<file path="src/rtl/dls_pkg.sv">
package dls_pkg;
  typedef enum logic [2:0] {
    ST_IDLE,
    ST_FILL,
    ST_ISSUE,
    ST_WAIT,
    ST_SEND
  } dls_state_e;
endpackage

</file>
<file path="src/rtl/dls_chunk_calc.sv">
// Sizes the next line transaction from the transfer start, total and progress.
module dls_chunk_calc #(
  parameter int ADDR_W     = 32,
  parameter int LEN_W      = 12,
  parameter int LINE_BYTES = 16,
  localparam int OFF_W     = $clog2(LINE_BYTES),
  localparam int CNT_W     = OFF_W + 1
) (
  input  logic [ADDR_W-1:0] start_addr,
  input  logic [LEN_W-1:0]  total_len,
  input  logic [LEN_W-1:0]  done_bytes,
  output logic [ADDR_W-1:0] line_addr,
  output logic [OFF_W-1:0]  offset,
  output logic [CNT_W-1:0]  chunk_len
);
  localparam logic [ADDR_W-1:0] LOW_MASK = ADDR_W'(LINE_BYTES - 1);

  logic [ADDR_W-1:0] cur_addr;
  logic [LEN_W-1:0]  remain;
  logic [CNT_W-1:0]  room;
  logic              first;

  always_comb begin
    first     = (done_bytes == '0);
    cur_addr  = start_addr + ADDR_W'(done_bytes);
    line_addr = cur_addr & ~LOW_MASK;
    offset    = first ? start_addr[OFF_W-1:0] : '0;
    room      = CNT_W'(LINE_BYTES) - {1'b0, offset};
    remain    = total_len - done_bytes;
    chunk_len = (remain < LEN_W'(room)) ? CNT_W'(remain) : room;
  end
endmodule

</file>
<file path="src/rtl/dls_line_buf.sv">
// One line of staging storage: byte writes from the stream, whole-line loads
// from the memory port, byte reads toward the stream.
module dls_line_buf #(
  parameter int LINE_BYTES = 16,
  localparam int OFF_W     = $clog2(LINE_BYTES),
  localparam int LINE_W    = LINE_BYTES * 8
) (
  input  logic              clk,
  input  logic              put_en,
  input  logic [OFF_W-1:0]  put_idx,
  input  logic [7:0]        put_byte,
  input  logic              load_en,
  input  logic [LINE_W-1:0] load_line,
  input  logic [OFF_W-1:0]  get_idx,
  output logic [7:0]        get_byte,
  output logic [LINE_W-1:0] line_q
);
  always_ff @(posedge clk) begin
    if (load_en) begin
      line_q <= load_line;
    end else if (put_en) begin
      line_q[{put_idx, 3'b000} +: 8] <= put_byte;
    end
  end

  assign get_byte = line_q[{get_idx, 3'b000} +: 8];
endmodule

</file>
<file path="src/rtl/dma_line_splitter.sv">
module dma_line_splitter
  import dls_pkg::*;
#(
  parameter int ADDR_W     = 32,
  parameter int LEN_W      = 12,
  parameter int LINE_BYTES = 16,
  localparam int OFF_W     = $clog2(LINE_BYTES),
  localparam int CNT_W     = OFF_W + 1,
  localparam int LINE_W    = LINE_BYTES * 8
) (
  input  logic              clk,
  input  logic              rst_n,
  input  logic              req_valid,
  input  logic [ADDR_W-1:0] req_addr,
  input  logic [LEN_W-1:0]  req_len,
  input  logic              req_write,
  output logic              req_accept,
  output logic              req_refuse,
  output logic              busy,
  output logic              done,
  output logic              retry,
  input  logic              drain_req,
  output logic              drained,
  input  logic              wdat_valid,
  output logic              wdat_ready,
  input  logic [7:0]        wdat_byte,
  output logic              rdat_valid,
  input  logic              rdat_ready,
  output logic [7:0]        rdat_byte,
  output logic              mem_valid,
  input  logic              mem_ready,
  output logic [ADDR_W-1:0] mem_line_addr,
  output logic [OFF_W-1:0]  mem_offset,
  output logic [CNT_W-1:0]  mem_len,
  output logic              mem_store,
  output logic [LINE_W-1:0] mem_wdata,
  output logic [LINE_BYTES-1:0] mem_wbe,
  input  logic              mem_ack,
  input  logic              mem_rvalid,
  input  logic [LINE_W-1:0] mem_rdata
);
  dls_state_e        state_q, state_n;
  logic [ADDR_W-1:0] start_q;
  logic [LEN_W-1:0]  len_q, issued_q, completed_q;
  logic              wr_q;
  logic [OFF_W-1:0]  idx_q, ch_off_q;
  logic [CNT_W-1:0]  ch_len_q;
  logic              finish_now, finish_q, done_q, retry_q, refused_q, drained_q;

  logic [ADDR_W-1:0] calc_line;
  logic [OFF_W-1:0]  calc_off;
  logic [CNT_W-1:0]  calc_len;
  logic              fill_last, send_last, chunk_back;
  logic [LINE_W-1:0] buf_line;

  // ---------------- chunk sizing ----------------
  dls_chunk_calc #(
    .ADDR_W(ADDR_W), .LEN_W(LEN_W), .LINE_BYTES(LINE_BYTES)
  ) u_calc (
    .start_addr(start_q),
    .total_len (len_q),
    .done_bytes(completed_q),
    .line_addr (calc_line),
    .offset    (calc_off),
    .chunk_len (calc_len)
  );

  // ---------------- staging line ----------------
  dls_line_buf #(.LINE_BYTES(LINE_BYTES)) u_buf (
    .clk      (clk),
    .put_en   (state_q == ST_FILL && wdat_valid),
    .put_idx  (calc_off + idx_q),
    .put_byte (wdat_byte),
    .load_en  (state_q == ST_WAIT && !wr_q && mem_rvalid),
    .load_line(mem_rdata),
    .get_idx  (ch_off_q + idx_q),
    .get_byte (rdat_byte),
    .line_q   (buf_line)
  );

  // ---------------- port decode ----------------
  assign busy       = (state_q != ST_IDLE);
  assign req_accept = req_valid && !busy;
  assign req_refuse = req_valid && busy;
  assign wdat_ready = (state_q == ST_FILL);
  assign rdat_valid = (state_q == ST_SEND);
  assign mem_valid  = (state_q == ST_ISSUE);
  assign mem_line_addr = calc_line;
  assign mem_offset = calc_off;
  assign mem_len    = calc_len;
  assign mem_store  = wr_q;
  assign mem_wdata  = buf_line;
  assign done       = done_q;
  assign retry      = retry_q;
  assign drained    = drained_q;

  for (genvar g = 0; g < LINE_BYTES; g++) begin : g_be
    localparam logic [CNT_W-1:0] POS = CNT_W'(g);
    assign mem_wbe[g] = wr_q && (POS >= {1'b0, calc_off}) &&
                        (POS < ({1'b0, calc_off} + calc_len));
  end

  assign fill_last  = ({1'b0, idx_q} == calc_len - CNT_W'(1));
  assign send_last  = ({1'b0, idx_q} == ch_len_q - CNT_W'(1));
  assign chunk_back = wr_q ? mem_ack : mem_rvalid;

  // ---------------- sequencing ----------------
  always_comb begin
    state_n    = state_q;
    finish_now = 1'b0;
    unique case (state_q)
      ST_IDLE:  if (req_valid) state_n = req_write ? ST_FILL : ST_ISSUE;
      ST_FILL:  if (wdat_valid && fill_last) state_n = ST_ISSUE;
      ST_ISSUE: if (mem_ready) state_n = ST_WAIT;
      ST_WAIT: begin
        if (chunk_back) begin
          if (!wr_q) begin
            state_n = ST_SEND;
          end else if (issued_q == len_q) begin
            state_n    = ST_IDLE;
            finish_now = 1'b1;
          end else begin
            state_n = ST_FILL;
          end
        end
      end
      ST_SEND: begin
        if (rdat_ready && send_last) begin
          if (completed_q == len_q) begin
            state_n    = ST_IDLE;
            finish_now = 1'b1;
          end else begin
            state_n = ST_ISSUE;
          end
        end
      end
      default: state_n = ST_IDLE;
    endcase
  end

  always_ff @(posedge clk) begin
    if (!rst_n) begin
      state_q     <= ST_IDLE;
      start_q     <= '0;
      len_q       <= '0;
      wr_q        <= 1'b0;
      issued_q    <= '0;
      completed_q <= '0;
      idx_q       <= '0;
      ch_off_q    <= '0;
      ch_len_q    <= '0;
      finish_q    <= 1'b0;
      done_q      <= 1'b0;
      retry_q     <= 1'b0;
      refused_q   <= 1'b0;
      drained_q   <= 1'b0;
    end else begin
      state_q   <= state_n;
      finish_q  <= finish_now;
      done_q    <= finish_q;
      retry_q   <= finish_q && refused_q;
      refused_q <= (refused_q && !finish_q) || req_refuse;
      drained_q <= drain_req && (state_n == ST_IDLE);

      unique case (state_q)
        ST_IDLE: begin
          if (req_valid) begin
            start_q     <= req_addr;
            len_q       <= req_len;
            wr_q        <= req_write;
            issued_q    <= '0;
            completed_q <= '0;
            idx_q       <= '0;
          end
        end
        ST_FILL: begin
          if (wdat_valid) idx_q <= fill_last ? '0 : idx_q + OFF_W'(1);
        end
        ST_ISSUE: begin
          if (mem_ready) begin
            issued_q <= issued_q + LEN_W'(calc_len);
            ch_off_q <= calc_off;
            ch_len_q <= calc_len;
          end
        end
        ST_WAIT: begin
          if (chunk_back) begin
            completed_q <= issued_q;
            idx_q       <= '0;
          end
        end
        ST_SEND: begin
          if (rdat_ready) idx_q <= send_last ? '0 : idx_q + OFF_W'(1);
        end
        default: ;
      endcase
    end
  end

  // ---------------- checks ----------------
  a_r1_accept_busy: assert property (@(posedge clk) disable iff (!rst_n)
    req_accept |=> busy);

  a_r2_transfer_kept: assert property (@(posedge clk) disable iff (!rst_n)
    busy |=> (!busy || ($stable(start_q) && $stable(len_q) && $stable(wr_q))));

  a_r3_chunk_fits: assert property (@(posedge clk) disable iff (!rst_n)
    mem_valid |-> (mem_len != '0) &&
                  (({1'b0, mem_offset} + mem_len) <= CNT_W'(LINE_BYTES)));

  a_r4_later_aligned: assert property (@(posedge clk) disable iff (!rst_n)
    (mem_valid && issued_q != '0) |-> (mem_offset == '0));

  a_r5_hold_request: assert property (@(posedge clk) disable iff (!rst_n)
    (mem_valid && !mem_ready) |=> mem_valid && $stable(mem_line_addr) &&
                                  $stable(mem_len) && $stable(mem_offset));

  a_r5_one_in_flight: assert property (@(posedge clk) disable iff (!rst_n)
    (state_q == ST_WAIT && chunk_back) |=> !mem_valid);

  a_r5_progress_order: assert property (@(posedge clk) disable iff (!rst_n)
    (completed_q <= issued_q) && (issued_q <= len_q));

  a_r8_done_follows: assert property (@(posedge clk) disable iff (!rst_n)
    $fell(busy) |=> done);

  a_r9_retry_with_done: assert property (@(posedge clk) disable iff (!rst_n)
    retry |-> done);

  a_r10_drained_idle: assert property (@(posedge clk) disable iff (!rst_n)
    drained |-> !busy);
endmodule

</file>
<file path="config.mk">
export PLATFORM = sky130hd
export DESIGN_NAME = dma_line_splitter
export DESIGN_NICKNAME = d
export VERILOG_FILES = /design/src/rtl/dls_pkg.sv /design/src/rtl/dls_chunk_calc.sv /design/src/rtl/dls_line_buf.sv /design/src/rtl/dma_line_splitter.sv
export SDC_FILE = /design/constraint.sdc
export NUM_CORES = 1
export LEC_CHECK = 0
export BUFFER_PORTS_ARGS = -buffer_cell sky130_fd_sc_hd__buf_2
export CORE_AREA = 2 2 300 154
export DETAILED_ROUTE_END_ITERATION = 12
export DIE_AREA = 0 0 302 156
export SYNTH_ARGS = -nofsm -noshare
export SYNTH_HDL_FRONTEND = slang
export SYNTH_SLANG_ARGS = --single-unit
</file>
<file path="constraint.sdc">
create_clock -name clk -period 8.3 [get_ports clk]
set_clock_uncertainty 0.15 [all_clocks]
set_input_delay 0.415 -clock clk [delete_from_list [all_inputs] [get_ports clk]]
set_output_delay 0.415 -clock clk [all_outputs]
set_load 0.01 [all_outputs]
</file>
==> flow_metrics.py <==
metrics = {
    "timing": {
        "finalSetupViolations": 0,
        "finalCritPeriodShare_pct": 92.2,
        "fmax_mhz": 131,
        "tightest_slew_ns": 1.14,
        "hold_violations": 0,
        "rsz0062_at_grt": "no",
        "maxSlewViolCount": 0,
        "min_period_ns": 7.65,
        "slew_headroom_pct": 23.3,
        "tns_ns": 0,
    },
    "synthesis": {
        "syn-cell-area_um2": 13200,
        "yosysWarnings": 0,
        "synth_area_per_cell_um2": 9.67,
        "syn_inst": 1362,
        "synth_edf_count": 128,
        "async_reset_ff_share_pct": 0,
        "ys.flop_type": "edfxtp_1",
        "synth_cell_types": 88,
        "synth-seq-area-share_pct": 42.9,
        "synth_seq_cells": 218,
    },
    "final_layout": {
        "final_cell_mix": "buf_2 (388), nand2_1 (235), edfxtp_1 (128)",
        "nFillCells": 4448,
        "final_nets": 2027,
        "final_cells": 2400,
        "finalInstanceArea_um2": 17100,
        "layout-drive-gt1-share_pct": 29.9,
        "area_growth_pct": 30.0,
        "layout.cells.most_common": "buf_2",
    },
    "outcome": {
        "outcome": "completed",
    },
    "clocking": {
        "cts_made_buffers": 23,
        "cts_root_buf": "clkbuf_16",
        "cts_tree": "built",
        "cts_setup_buffers": 0,
        "path_clk_slew_ns": 0.06,
        "clock_sinks": 218,
        "clk_latency_ns": 0.53,
        "clock_path_buffers": 3,
        "htreeDepth": 1,
    },
    "routing": {
        "drtAntennaViolNets": 0,
        "vias": 12700,
        "drt-total-wl_um": 53800,
        "post_drt_wl_per_cell_um": 22.4,
        "dr.pass1.iters": 5,
        "drt-initial-drc-count": 1574,
        "drc": 0,
        "vias_per_cell": 5.30,
    },
    "worst_setup_path": {
        "reg2reg_depth": 22,
        "crit_required_ns": 7.74,
        "arrival_ns": 7.09,
        "rr_endpoint": "drained",
        "crit_path_start": "completed_q[6]",
        "cp-end-kind": "primary output",
        "critPathKind": "reg2out",
        "r2r_start": "completed_q[6]",
        "rrSetupSlack_ns": 1.73,
        "critPathLaunchType": "register",
        "worstPathMaxFanout": 10,
    },
    "global_routing": {
        "grt_pass1_vias": 11900,
        "grt_usage_pct": 21.7,
        "grt_pass1_wl_um": 76500,
        "gr-total-overflow": 0,
        "antenna_found_initial": 5,
        "grt_max_degree": 73,
    },
    "flow_run": {
        "maxCapViolations": 0,
    },
    "floorplanning": {
        "design.core.area_um2": 44500,
        "row_count": 55,
        "die_w_um": 302,
        "die-area_um2": 47100,
        "floorplan.initialDensity_pct": 29.6,
        "dieHeight_um": 156,
        "io_pins": 393,
    },
    "place": {
        "dp_hpwl_um": 41400,
        "placed_cells": 2288,
        "gp_congestion": 0.963,
        "place_area_um2": 15700,
        "portBuffers": 388,
    },
    "hold_path": {
        "holdPathEnd": "u_buf.line_q[71]",
        "min_from": "mem_rdata[71]",
        "min_delay_path_depth": 3,
        "min_path_type": "in2reg",
    },
    "pwr": {
        "leakage_nw": 7.00,
        "power.density_nw_per_um2": 188,
        "max-vdd-ir-drop_v": 0.000102,
    },
}
-- stage by stage --
| step | setup WS (ns) | hold slack, ns | util, % | power [mW] |
|---|---|---|---|---|
| 3_3_place_gp | 1.60 | 0.293 | 35.2 | 2.10 |
| 5_1_grt | 0.0759 | 0.00163 | 38.4 | 3.36 |
| 4_1_cts | 0.801 | 0.000206 | 38.4 | 3.22 |
| 6_report | 0.646 | 0.0191 | 38.4 | 3.21 |
| 3_5_place_dp | 1.39 | 0.301 | 35.2 | 2.11 |
| 2_1_floorplan | 2.75 | 0.286 | - | 1.81 |
-- critical path: stages, from the launching register on --
cell,delay [ns]
dfxtp_1,0.36
nor4_2,0.58
and3_1,0.48
nand2_1,0.28
ha_1,0.36
or2_2,0.35
nand2_1,0.13
ha_1,0.26
a211oi_1,0.23
o22ai_1,0.13
nor3_2,0.21
nand4_4,0.21
nor2_2,0.38
o21ai_0,0.38
ha_1,0.50
o21ai_0,0.19
nand2b_1,0.09
o31ai_1,0.09
o21ai_2,0.12
xnor2_2,0.41
and2_1,0.48
a311oi_2,0.17
buf_2,0.17
-- final cells by class --
class,instances,area [um2],area share (%)
antenna,2,5.00,0.0292
clock buffer,28,647,3.78
clock inverter,13,120,0.702
inverter,49,184,1.07
multi-input combinational,1014,6980,40.8
sequential,218,5650,33.0
tap,598,748,4.37
timing repair buffer,478,2790,16.3
-- per-layer routing --
| layer | vias up | wire (um) | part of all wire [%] | GRT usage, % |
|---|---|---|---|---|
| li1 | 5807 | - | - | - |
| met1 | 6157 | 25200 | 47 | 33.6 |
| met2 | 700 | 21100 | 39 | 28.9 |
| met3 | 54 | 6670 | 12 | 6.92 |
| met4 | 0 | 842 | 1.6 | 4.13 |
| met5 | - | 0 | 0 | 0 |
-- worst max path at each step --
stage               cells after the start  slack, ns     endpoint
floorplan                              24       2.75  mem_wbe[14]
global placement                       22       1.60   mem_wbe[2]
detailed placement                     22       1.39   mem_wbe[2]
CTS                                    22       0.80   mem_wbe[2]
global route                           22       0.08   mem_wbe[2]
finish                                 22       0.65   mem_wbe[2]
-- where the power goes --
part	switching, mW	total, mW	internal (mW)
sequential	0.0490	1.23	1.19
combinational	0.564	0.898	0.334
clock	0.463	1.08	0.618
total	1.08	3.21	2.14
-- cell usage after synthesis (all sizes together) (3+ instances only) --
master	count	area (um2)
a31o	3	26.3
o31ai	6	45.0
a31oi	6	50.0
xor2	22	200
a221oi	3	45.0
xnor2	56	498
fa	3	60.1
o311ai	3	26.3
mux2i	11	123
nand3	37	195
and2	10	62.6
inv	49	184
a21o	13	97.6
nor2	78	305
mux4	32	721
or3	4	26.3
and3	7	43.8
a21oi	114	578
a22oi	5	37.5
nor4	7	77.6
or2	4	25.0
o211ai	4	35.0
dfxtp	90	1800
nor2b	23	144
buf	19	145
o21a	7	52.6
o22ai	4	25.0
o21ai	85	433
nand4	13	96.3
a22o	81	709
a211oi	22	195
ha	50	626
clkbuf	65	254
nand2b	8	50.1
nor3b	3	22.5
edfxtp	128	3840
nor3	17	95.1
o21bai	4	30.0
nand2	238	898
-- sequential cells by signal, summed over array words and instances, names as in the netlist, 4 cells and up --
name,cells
len_q,12
issued_q,12
ch_off_q,4
ch_len_q,5
idx_q,4
start_q,32
u_buf.line_q,128
completed_q,12
-- what timing repair did --
| item | 4_1_cts | 5_1_grt |
|---|---|---|
| hold buffers | 68 | 1 |
| endpoints found under the hold margin | 68 | 1 |
| resized for setup | 0 | 0 |
-- cells by family after synthesis --
kind of cell | count (synthesis) | synth area share [%]
multiplexers | 44 | 6.49
flip-flops | 218 | 42.9
adder cells (fa/ha/maj) | 54 | 5.28
AND/OR/NAND/NOR | 457 | 16.1
AO/OA/AOI/OAI | 377 | 19.5
XOR/XNOR | 78 | 5.30
other | 1 | 0.0285
buffers and inverters | 133 | 4.43
(Power assumes the default switching activity.)
